[src/rtl/sdram_seq_pkg.sv]
package sdram_seq_pkg;

  typedef enum logic [2:0] {
    C_NOP,
    C_ACT,
    C_PRE,
    C_RD,
    C_WR,
    C_REF
  } cmd_e;

  typedef enum logic [2:0] {
    S_IDLE,
    S_PRE_WAIT,
    S_ACT_WAIT,
    S_RPA_WAIT,
    S_RFC_WAIT
  } seq_state_e;

  // {cs_n, ras_n, cas_n, we_n}
  function automatic logic [3:0] pin_code(cmd_e c);
    logic [3:0] p;
    case (c)
      C_ACT:   p = 4'b0011;
      C_PRE:   p = 4'b0010;
      C_RD:    p = 4'b0101;
      C_WR:    p = 4'b0100;
      C_REF:   p = 4'b0001;
      default: p = 4'b0111;
    endcase
    return p;
  endfunction

endpackage

[src/rtl/sdram_row_table.sv]
module sdram_row_table #(
  parameter int BANKS = 4,
  parameter int ROW_W = 13,
  parameter int BA_W  = 2
) (
  input  logic             clk,
  input  logic             rst_n,
  input  logic [BA_W-1:0]  lk_bank,
  input  logic [ROW_W-1:0] lk_row,
  output logic             lk_open,
  output logic             lk_hit,
  output logic             any_open,
  input  logic             upd_set,
  input  logic             upd_clr,
  input  logic             upd_clr_all,
  input  logic [BA_W-1:0]  upd_bank,
  input  logic [ROW_W-1:0] upd_row
);

  logic             open_q [BANKS];
  logic [ROW_W-1:0] row_q  [BANKS];

  for (genvar b = 0; b < BANKS; b++) begin : g_bank
    always_ff @(posedge clk or negedge rst_n) begin
      if (!rst_n) begin
        open_q[b] <= 1'b0;
        row_q[b]  <= '0;
      end else if (upd_clr_all || (upd_clr && upd_bank == BA_W'(b))) begin
        open_q[b] <= 1'b0;
      end else if (upd_set && upd_bank == BA_W'(b)) begin
        open_q[b] <= 1'b1;
        row_q[b]  <= upd_row;
      end
    end
  end

  always_comb begin
    any_open = 1'b0;
    for (int b = 0; b < BANKS; b++) any_open = any_open | open_q[b];
  end

  assign lk_open = open_q[lk_bank];
  assign lk_hit  = open_q[lk_bank] && (row_q[lk_bank] == lk_row);

endmodule

[src/rtl/sdram_wait_timer.sv]
module sdram_wait_timer #(
  parameter int CNT_W = 4
) (
  input  logic             clk,
  input  logic             rst_n,
  input  logic             load,
  input  logic [CNT_W-1:0] load_val,
  output logic             done
);

  logic [CNT_W-1:0] cnt_q;

  always_ff @(posedge clk or negedge rst_n) begin
    if (!rst_n)             cnt_q <= '0;
    else if (load)          cnt_q <= load_val;
    else if (cnt_q != '0)   cnt_q <= cnt_q - 1'b1;
  end

  assign done = (cnt_q == '0);

endmodule

[src/rtl/sdram_cmd_drive.sv]
module sdram_cmd_drive
  import sdram_seq_pkg::*;
#(
  parameter int ROW_W = 13,
  parameter int BA_W  = 2
) (
  input  logic             clk,
  input  logic             rst_n,
  input  cmd_e             cmd_in,
  input  logic [ROW_W-1:0] addr_in,
  input  logic [BA_W-1:0]  bank_in,
  output logic             cs_n,
  output logic             ras_n,
  output logic             cas_n,
  output logic             we_n,
  output logic [ROW_W-1:0] addr,
  output logic [BA_W-1:0]  bank,
  output logic             ref_ack
);

  always_ff @(posedge clk or negedge rst_n) begin
    if (!rst_n) begin
      {cs_n, ras_n, cas_n, we_n} <= pin_code(C_NOP);
      addr    <= '0;
      bank    <= '0;
      ref_ack <= 1'b0;
    end else begin
      {cs_n, ras_n, cas_n, we_n} <= pin_code(cmd_in);
      addr    <= addr_in;
      bank    <= bank_in;
      ref_ack <= (cmd_in == C_REF);
    end
  end

endmodule

[src/rtl/sdram_seq_ctrl.sv]
module sdram_seq_ctrl
  import sdram_seq_pkg::*;
#(
  parameter int ROW_W  = 13,
  parameter int COL_W  = 10,
  parameter int AP_BIT = 10,
  parameter int BA_W   = 2,
  parameter int T_RP   = 3,
  parameter int T_RCD  = 3,
  parameter int T_RFC  = 8,
  parameter int CNT_W  = 4
) (
  input  logic             clk,
  input  logic             rst_n,
  input  logic             req_valid,
  input  logic             req_write,
  input  logic             req_autopre,
  input  logic [BA_W-1:0]  req_bank,
  input  logic [ROW_W-1:0] req_row,
  input  logic [COL_W-1:0] req_col,
  input  logic             ref_req,
  output logic             req_ready,
  input  logic             lk_open,
  input  logic             lk_hit,
  input  logic             any_open,
  input  logic             t_done,
  output logic             t_load,
  output logic [CNT_W-1:0] t_val,
  output cmd_e             iss_cmd,
  output logic [ROW_W-1:0] iss_addr,
  output logic [BA_W-1:0]  iss_bank,
  output logic             upd_set,
  output logic             upd_clr,
  output logic             upd_clr_all
);

  localparam logic [CNT_W-1:0] RP_LOAD  = CNT_W'(T_RP - 1);
  localparam logic [CNT_W-1:0] RCD_LOAD = CNT_W'(T_RCD - 1);
  localparam logic [CNT_W-1:0] RFC_LOAD = CNT_W'(T_RFC - 1);

  seq_state_e       state_q, state_d;
  logic             take;
  logic [BA_W-1:0]  p_bank;
  logic [ROW_W-1:0] p_row;
  logic [COL_W-1:0] p_col;
  logic             p_wr, p_ap;

  function automatic logic [ROW_W-1:0] col_word(logic [COL_W-1:0] c, logic ap);
    logic [ROW_W-1:0] w;
    w              = '0;
    w[COL_W-1:0]   = c;
    w[AP_BIT]      = ap;
    return w;
  endfunction

  function automatic logic [ROW_W-1:0] all_banks_word();
    logic [ROW_W-1:0] w;
    w         = '0;
    w[AP_BIT] = 1'b1;
    return w;
  endfunction

  assign req_ready = (state_q == S_IDLE) && !ref_req;
  assign take      = req_ready && req_valid;

  always_comb begin
    state_d     = state_q;
    iss_cmd     = C_NOP;
    iss_addr    = '0;
    iss_bank    = '0;
    upd_set     = 1'b0;
    upd_clr     = 1'b0;
    upd_clr_all = 1'b0;
    t_load      = 1'b0;
    t_val       = '0;
    case (state_q)
      S_IDLE: begin
        if (ref_req) begin
          upd_clr_all = 1'b1;
          t_load      = 1'b1;
          if (any_open) begin
            iss_cmd  = C_PRE;
            iss_addr = all_banks_word();
            t_val    = RP_LOAD;
            state_d  = S_RPA_WAIT;
          end else begin
            iss_cmd  = C_REF;
            t_val    = RFC_LOAD;
            state_d  = S_RFC_WAIT;
          end
        end else if (req_valid) begin
          iss_bank = req_bank;
          if (lk_hit) begin
            iss_cmd  = req_write ? C_WR : C_RD;
            iss_addr = col_word(req_col, req_autopre);
            upd_clr  = req_autopre;
          end else if (lk_open) begin
            iss_cmd  = C_PRE;
            upd_clr  = 1'b1;
            t_load   = 1'b1;
            t_val    = RP_LOAD;
            state_d  = S_PRE_WAIT;
          end else begin
            iss_cmd  = C_ACT;
            iss_addr = req_row;
            upd_set  = 1'b1;
            t_load   = 1'b1;
            t_val    = RCD_LOAD;
            state_d  = S_ACT_WAIT;
          end
        end
      end
      S_PRE_WAIT: begin
        if (t_done) begin
          iss_cmd  = C_ACT;
          iss_addr = p_row;
          iss_bank = p_bank;
          upd_set  = 1'b1;
          t_load   = 1'b1;
          t_val    = RCD_LOAD;
          state_d  = S_ACT_WAIT;
        end
      end
      S_ACT_WAIT: begin
        if (t_done) begin
          iss_cmd  = p_wr ? C_WR : C_RD;
          iss_addr = col_word(p_col, p_ap);
          iss_bank = p_bank;
          upd_clr  = p_ap;
          state_d  = S_IDLE;
        end
      end
      S_RPA_WAIT: begin
        if (t_done) begin
          iss_cmd     = C_REF;
          upd_clr_all = 1'b1;
          t_load      = 1'b1;
          t_val       = RFC_LOAD;
          state_d     = S_RFC_WAIT;
        end
      end
      S_RFC_WAIT: begin
        if (t_done) state_d = S_IDLE;
      end
      default: state_d = S_IDLE;
    endcase
  end

  always_ff @(posedge clk or negedge rst_n) begin
    if (!rst_n) begin
      state_q <= S_IDLE;
      p_bank  <= '0;
      p_row   <= '0;
      p_col   <= '0;
      p_wr    <= 1'b0;
      p_ap    <= 1'b0;
    end else begin
      state_q <= state_d;
      if (take) begin
        p_bank <= req_bank;
        p_row  <= req_row;
        p_col  <= req_col;
        p_wr   <= req_write;
        p_ap   <= req_autopre;
      end
    end
  end

endmodule

[src/rtl/sdram_cmd_seq.sv]
module sdram_cmd_seq
  import sdram_seq_pkg::*;
#(
  parameter int BANKS  = 4,
  parameter int ROW_W  = 13,
  parameter int COL_W  = 10,
  parameter int AP_BIT = 10,
  parameter int T_RP   = 3,
  parameter int T_RCD  = 3,
  parameter int T_RFC  = 8,
  localparam int BA_W  = $clog2(BANKS)
) (
  input  logic             clk,
  input  logic             rst_n,
  input  logic             req_valid,
  output logic             req_ready,
  input  logic             req_write,
  input  logic             req_autopre,
  input  logic [BA_W-1:0]  req_bank,
  input  logic [ROW_W-1:0] req_row,
  input  logic [COL_W-1:0] req_col,
  input  logic             ref_req,
  output logic             ref_ack,
  output logic             sd_cs_n,
  output logic             sd_ras_n,
  output logic             sd_cas_n,
  output logic             sd_we_n,
  output logic [ROW_W-1:0] sd_addr,
  output logic [BA_W-1:0]  sd_bank
);

  localparam int T_MAX = (T_RP > T_RCD) ? ((T_RP > T_RFC) ? T_RP : T_RFC)
                                        : ((T_RCD > T_RFC) ? T_RCD : T_RFC);
  localparam int CNT_W = $clog2(T_MAX + 1);

  logic             lk_open, lk_hit, any_open;
  logic             t_done, t_load;
  logic [CNT_W-1:0] t_val;
  cmd_e             iss_cmd;
  logic [ROW_W-1:0] iss_addr;
  logic [BA_W-1:0]  iss_bank;
  logic             upd_set, upd_clr, upd_clr_all;

  sdram_seq_ctrl #(
    .ROW_W(ROW_W), .COL_W(COL_W), .AP_BIT(AP_BIT), .BA_W(BA_W),
    .T_RP(T_RP), .T_RCD(T_RCD), .T_RFC(T_RFC), .CNT_W(CNT_W)
  ) u_ctrl (
    .clk(clk), .rst_n(rst_n),
    .req_valid(req_valid), .req_write(req_write), .req_autopre(req_autopre),
    .req_bank(req_bank), .req_row(req_row), .req_col(req_col),
    .ref_req(ref_req), .req_ready(req_ready),
    .lk_open(lk_open), .lk_hit(lk_hit), .any_open(any_open),
    .t_done(t_done), .t_load(t_load), .t_val(t_val),
    .iss_cmd(iss_cmd), .iss_addr(iss_addr), .iss_bank(iss_bank),
    .upd_set(upd_set), .upd_clr(upd_clr), .upd_clr_all(upd_clr_all)
  );

  sdram_row_table #(.BANKS(BANKS), .ROW_W(ROW_W), .BA_W(BA_W)) u_table (
    .clk(clk), .rst_n(rst_n),
    .lk_bank(req_bank), .lk_row(req_row),
    .lk_open(lk_open), .lk_hit(lk_hit), .any_open(any_open),
    .upd_set(upd_set), .upd_clr(upd_clr), .upd_clr_all(upd_clr_all),
    .upd_bank(iss_bank), .upd_row(iss_addr)
  );

  sdram_wait_timer #(.CNT_W(CNT_W)) u_timer (
    .clk(clk), .rst_n(rst_n),
    .load(t_load), .load_val(t_val), .done(t_done)
  );

  sdram_cmd_drive #(.ROW_W(ROW_W), .BA_W(BA_W)) u_drive (
    .clk(clk), .rst_n(rst_n),
    .cmd_in(iss_cmd), .addr_in(iss_addr), .bank_in(iss_bank),
    .cs_n(sd_cs_n), .ras_n(sd_ras_n), .cas_n(sd_cas_n), .we_n(sd_we_n),
    .addr(sd_addr), .bank(sd_bank), .ref_ack(ref_ack)
  );

endmodule

[config.mk]
export PLATFORM = sky130hd
export DESIGN_NAME = sdram_cmd_seq
export DESIGN_NICKNAME = d
export VERILOG_FILES = /design/src/rtl/sdram_seq_pkg.sv /design/src/rtl/sdram_row_table.sv /design/src/rtl/sdram_wait_timer.sv /design/src/rtl/sdram_cmd_drive.sv /design/src/rtl/sdram_seq_ctrl.sv /design/src/rtl/sdram_cmd_seq.sv
export SDC_FILE = /design/constraint.sdc
export NUM_CORES = 1
export LEC_CHECK = 0
export BUFFER_PORTS_ARGS = -buffer_cell sky130_fd_sc_hd__buf_2
export CAP_MARGIN = 20
export CORE_MARGIN = 2
export CORE_UTILIZATION = 40
export CTS_BUF_LIST = sky130_fd_sc_hd__clkbuf_8 sky130_fd_sc_hd__clkbuf_16
export CTS_CLUSTER_DIAMETER = 40
export DETAILED_ROUTE_END_ITERATION = 16
export PLACE_DENSITY_LB_ADDON = 0.2
export SYNTH_ARGS = -nofsm -noshare
export SYNTH_HDL_FRONTEND = slang
export SYNTH_HIERARCHICAL = 1
export SYNTH_SLANG_ARGS = --single-unit
[constraint.sdc]
create_clock -name clk -period 3.53 [get_ports clk]
set_input_delay 0.1765 -clock clk [delete_from_list [all_inputs] [get_ports clk]]
set_output_delay 0.1765 -clock clk [all_outputs]
set_load 0.02 [all_outputs]
==> metrics.csv, run 1 <==
metric,value,unit
htreeDepth,3,
cts-root-buf,clkbuf_16,
grt_pass1_vias,3474,
place_hpwl,8270,um
hold_depth,2,
synth_cells,382,
synth_cell_types,60,
synth_compound_area_share,9.75,%
worstSetupPathDepth,11,
path_max_fanout,13,
crit_path_end_kind,flip-flop,
clkSlewWorstSetupHoldPaths,0.07,ns
finalSetupViolCount,0,
swShare,32.0,%
first_pass_iters,5,
fin_setup_tns,0,ns
cts_made_buffers,9,
grt_first_pass_wirelength,19600,um
start_util,41.1,%
p_clk_share,24.5,%
crit_end,u_table/row_q[19],
dieHeight,118,um
grt_use_total,18.3,%
placementRows,41,
cts_sinks,109,
worst_ep_required_time,3.77,ns
reg2reg_slack,0.23,ns
switchingPower,0.00135,W
avgRoutedWirePerCell,19.1,um
slew_violations,0,
power_density,694,nW/um^2
timing.rr.end,u_table/row_q[19],
areaGrowthSynthToFinish,16.8,%
power.internal,0.00287,W
dieWidth,118,um
fin_crit,3.30,ns
syn_area,5210,sq um
synth-edff-count,0,
synth_top_family_by_area,multiplexers,
synthSimpleGateAreaFrac,6.34,%
synth_seq_cells,109,
start_kind,flip-flop,
dp.cells,606,
port_buffers,50,
slew_headroom,40.6,%
min_period_over_period,93.5,%
final.fill_count,1161,
gp_congestion,0.782,
hp-class,input port to flip-flop,
antenna_found_initial,0,
syn_nets,414,
crit_buf_inv,1,
drt_wl_total,11900,um
nets,478,
crit_type,flip-flop to flip-flop,
critical-path-top-delay-family,multiplexers,
drc,0,
die_area,13900,sq um
whs,0.0655,ns
ant_nets,0,
r2r_start,u_table/row_q[34],
yosys_most_used_dff,dfrtp_1,
via_count,3344,
finClkSkew,0.00996,ns
drtIter0Drc,200,
synth-xor-area-share,2.69,%
comb_power_share,31.8,%
leakage,2.85,nW
postCtsSetupRepairBufs,0,
instances_no_fill,623,
clock_path_buffers,2,
synthArstFlopShare,100,%
synth_mux_area_share,24.4,%
grt_max_degree,71,
drive_gt1_share,43.0,%
ys_seq_area_share,52.5,%
arrival,3.54,ns
avgSynthCellArea,13.6,sq um
ir_drop,343,uV
fmaxAchievable,303,MHz
synthAdderAreaFrac,0.240,%
outcome,"complete, no violations",
cap_violations,0,
r2r_cells,11,
tightest_slew,0.891,ns
crit_slowest_cell,mux4_1,
yosysWarnings,6,
core_area,12700,sq um
finalHoldViolCount,0,
via_per_inst,5.37,
cts_tree,done,
rsz0062_at_grt,no,
path_cells,"mux4_1, xnor2_1, nand4_1, a2111oi_4, nand2b_1, a21boi_1, o41ai_2, nor3_1, nor2b_2, buf_12, mux2_2",
pwr-share-seq,43.6,%
critPathLaunch,u_table/row_q[34],
grt.overflow.total,0,
clock_latency,0.36,ns
ios,52,
worst_path_largest_cell_delay,0.52,ns
num_antenna_cells,0,
==> flip-flops by register name, indices dropped and copies added (netlist names), 2 cells and up <==
register / flops
u_ctrl/p_bank: 2
u_ctrl/p_col: 10
u_ctrl/p_row: 13
u_ctrl/state_q: 3
u_drive/addr: 13
u_drive/bank: 2
u_table/open_q: 4
u_table/row_q: 52
u_timer/cnt_q: 4
==> layer usage <==
| layer | wire length [um] | GRT usage [%] | part of all wire, % | up-vias |
|---|---|---|---|---|
| met5 | 0 | 0 | 0 | - |
| met4 | 170 | 4.97 | 1.4 | 0 |
| met3 | 474 | 4.84 | 4.0 | 10 |
| met2 | 5730 | 28.7 | 48 | 65 |
| met1 | 5490 | 25.0 | 46 | 1715 |
| li1 | - | - | - | 1554 |
==> power groups by stage <==
stage / Combinational (W) / Clock [W] / Sequential, W
after floorplan: 0.000945 / 0 / 0.00186
after global placement: 0.00132 / 0 / 0.00185
after detailed placement: 0.00135 / 0 / 0.00186
after CTS: 0.00136 / 0.00106 / 0.00184
after global routing: 0.00148 / 0.00111 / 0.00190
final: 0.00134 / 0.00103 / 0.00184
==> kinds of logic after synthesis <==
group           after synthesis
flops                       109
mux                          99
xor+xnor                     16
simple gates                 50
compound gates               71
fa+ha+maj                     1
buf+inv                      34
other cells                   2
==> how the worst min path moves through the flow <==
stage,from,endpoint
after floorplan,rst_n,u_ctrl/p_ap
after global placement,rst_n,u_timer/cnt_q[1]
after detailed placement,rst_n,u_timer/cnt_q[1]
after CTS,req_col[5],u_ctrl/p_col[5]
after global routing,req_col[5],u_ctrl/p_col[5]
final,req_col[5],u_ctrl/p_col[5]
==> per-stage QoR <==
step | power [W] | instance area [sq um] | utilization (%) | worst slack (ns)
4_1_cts | 0.00426 | 6080 | 48.0 | 0.0879
3_3_place_gp | 0.00317 | 5770 | 45.5 | 0.0314
5_1_grt | 0.00448 | 6080 | 48.0 | 0.0485
6_report | 0.00422 | 6080 | 48.0 | 0.230
2_1_floorplan | 0.00280 | 5220 | - | 0.150
3_5_place_dp | 0.00322 | 5770 | 45.5 | -0.115
==> placed cells by master (no fill, tap or decap), types with 3 or more instances in the layout <==
master and n:
dfrtp_1 106, nand3_1 4, buf_4 26, mux2_2 80, inv_1 10, a311oi_1 5
a31oi_1 3, mux4_1 8, nor2_1 4, buf_12 3, o21ai_0 13, mux2i_1 6
a22oi_1 20, xnor2_1 14, mux4_2 4, nor2b_1 3, buf_2 49, nand2_1 12
nor3_1 3, dfstp_2 3, nand4_1 3, clkbuf_16 9, a21oi_1 9
==> final cells by class <==
type                    instances  area (sq um)  share of cell area (%)
clock buffers                  10           239                    3.93
clock inverters                 6          62.6                    1.03
inverters                       8          30.0                   0.494
multi-input cells             239          2290                    37.7
flip-flops and latches        109          2730                    44.9
well taps                     172           215                    3.54
repair buffers                 79           510                    8.39
==> cell usage after synthesis (all sizes together), types with 4 or more instances <==
| library cell | number | area [sq um] |
|---|---|---|
| a21oi | 10 | 53.8 |
| a22oi | 20 | 150 |
| a311oi | 5 | 43.8 |
| buf | 21 | 156 |
| clkbuf | 5 | 18.8 |
| dfrtp | 106 | 2650 |
| inv | 8 | 30.0 |
| mux2 | 81 | 912 |
| mux2i | 6 | 60.1 |
| mux4 | 12 | 300 |
| nand2 | 12 | 45.0 |
| nand3 | 4 | 20.0 |
| nor2 | 4 | 15.0 |
| nor2b | 6 | 52.6 |
| nor3 | 4 | 25.0 |
| o21ai | 15 | 75.1 |
| xnor2 | 14 | 123 |
==> repair_timing <==
item,in CTS,in global routing
hold buffers,1,0
endpoints found under the setup margin,0,25
hold endpoints to repair,68,0
resized for setup,0,2
(Power assumes the default switching activity.)
==> inputs of run 2 (changes only) <==
BUFFER_PORTS_ARGS = not set   (was -buffer_cell sky130_fd_sc_hd__buf_2)
DONT_BUFFER_PORTS = 1   (was not set)
clock period = 2.8 ns   (was 3.53 ns; I/O delays follow)
==> metrics.csv, run 2 (same netlist as run 1, synthesis figures left out) <==
metric,value,unit,change
outcome,finished with violations,,"was complete, no violations"
violations,negative setup slack,,
power_density,835,nW/um^2,was 694 nW/um^2
place_hpwl,8040,um,was 8270 um
final_cell_area,6710,sq um,was 6080 sq um
pre_cts_ws,-0.480,ns,was -0.115 ns
top_regs,"u_table/row_q: 52 flops, u_ctrl/p_row: 13 flops, u_drive/addr: 13 flops",,unchanged
drt_wl_total,12800,um,was 11900 um
cap_violations,0,,unchanged
dieWidth,118,um,unchanged
min_period_over_period,113,%,was 93.5%
ios,52,,unchanged
cts_made_buffers,9,,unchanged
path_max_fanout,7,,was 13
via_count,3432,,was 3344
first_pass_iters,4,,was 5
crit_type,flip-flop to flip-flop,,unchanged
core_area,12700,sq um,unchanged
ir_drop,393,uV,was 343 uV
gp_congestion,0.766,,was 0.782
grt_use_total,18.9,%,was 18.3%
clkSlewWorstSetupHoldPaths,0.07,ns,about the same
crit_path_end_kind,flip-flop,,unchanged
finalSetupViolCount,56,,was 0
finalWorstSetupSlack,-0.375,ns,was 0.230 ns
tightest_slew,0.567,ns,was 0.891 ns
via_per_inst,5.46,,was 5.37
drtIter0Drc,225,,was 200
grt_first_pass_wirelength,20200,um,was 19600 um
ant_nets,0,,unchanged
fmaxAchievable,315,MHz,was 303 MHz
largest_reg_flops,52,,unchanged
cts_tree,done,,unchanged
cts_sinks,109,,unchanged
finalHoldViolCount,0,,unchanged
final_common_cell,dfrtp_1,,unchanged
placementRows,41,,unchanged
die_area,13900,sq um,unchanged
avgRoutedWirePerCell,20.4,um,was 19.1 um
port_buffers,0,,was 50
slew_violations,0,,unchanged
arrival,3.42,ns,was 3.54 ns
start_util,41.1,%,unchanged
grt_pass1_vias,3662,,was 3474
clock_latency,0.36,ns,about the same
start_kind,flip-flop,,unchanged
drive_gt1_share,49.5,%,was 43.0%
fin_util,52.9,%,was 48.0%
num_antenna_cells,0,,unchanged
worst_ep_required_time,3.05,ns,was 3.77 ns
areaGrowthSynthToFinish,28.8,%,was 16.8%
layout_common_cells,"dfrtp_1, mux2_2, buf_4",,"was dfrtp_1, mux2_2, buf_2"
nets,484,,was 478
hp-class,input port to flip-flop,,unchanged
finClkSkew,0.00551,ns,was 0.00996 ns
fin_crit,3.17,ns,was 3.30 ns
leakage,3.03,nW,was 2.85 nW
rsz0062_at_grt,yes,,was no
cts-root-buf,clkbuf_16,,unchanged
clock_path_buffers,2,,unchanged
instances_no_fill,629,,was 623
dieHeight,118,um,unchanged
grt_max_degree,110,,was 71
htreeDepth,3,,unchanged
drc,0,,unchanged
antenna_found_initial,0,,unchanged
grt.overflow.total,0,,unchanged
post_dp_cell_area,5780,sq um,was 5770 sq um
regMostFlops,u_table/row_q,,unchanged
dp.cells,579,,was 606
slew_headroom,62.2,%,was 40.6%
## run 2: changes by cell type in the layout (fill, tap and decap cells not counted), sizes merged
cell / previous run / this run
dlygate4sd3: 1 / 28
buf: 78 / 57
clkinv: 1 / 4
clkbuf: 10 / 9
clkinvlp: 1 / 0
inv: 11 / 10
## run 2: layer usage
metal,GRT usage [%],wire length [um],part of all wire (%),vias to the layer above
met5,0,0,0,-
met3,4.60,432,3.4,13
met2,30.1,6250,49,50
met4,6.33,171,1.3,0
met1,25.4,5950,46,1813
li1,-,-,-,1556
## run 2: through the flow
step	total power (W)	hold WS (ns)	TNS [ns]
6_report	0.00560	0.0230	-19.00
2_1_floorplan	0.00359	-0.156	-11.22
3_5_place_dp	0.00409	-0.152	-23.35
3_3_place_gp	0.00403	-0.151	-19.89
5_1_grt	0.00590	0.0433	-26.48
4_1_cts	0.00554	0.00957	-18.48
## run 2: worst paths after layout
kind | slack, ns | cells past startpoint | end | startpoint
max in group asynchronous | 1.99 | 2 | u_table/row_q[38] | rst_n
min in group asynchronous | 0.35 | 2 | u_timer/cnt_q[2] | rst_n
max reg2reg | -0.37 | 13 | u_table/row_q[43] | u_table/row_q[20]
min reg2reg | 0.51 | 1 | u_table/row_q[29] | u_table/row_q[29]
min | 0.02 | 3 | u_ctrl/state_q[1] | ref_req
max | -0.37 | 13 | u_table/row_q[43] | u_table/row_q[20]
## run 2: power breakdown
group / internal [W] / leakage, nW / switching, W
Clock: 0.000701 / 0.151 / 0.000610
Sequential: 0.00205 / 1.43 / 0.000373
Combinational: 0.00102 / 1.44 / 0.000844
## run 2: final cells by class
class | count | area, sq um
multi-input cells | 239 | 2620
fillers | 1090 | 5960
clock buffers | 9 | 225
repair buffers | 85 | 810
inverters | 8 | 30.0
flip-flops and latches | 109 | 2730
clock inverters | 7 | 73.8
well taps | 172 | 215
## run 2: timing repair
item	CTS	global route
buffers inserted	3	2
setup endpoints to repair	77	77
pin swaps	7	13
hold buffers	29	0
hold endpoints to repair	136	0
resized for setup	20	54
## run 2: worst max-delay path: stages (launching register included)
cell and delay, ns:
dfrtp_1 0.39, mux4_2 0.50, xnor2_2 0.21, nand4_1 0.18
a2111oi_4 0.29, buf_4 0.19, buf_12 0.11, buf_8 0.11
nor2_1 0.07, a21o_1 0.21, nor2b_2 0.18, nand2_1 0.13
buf_4 0.17, mux2_2 0.34
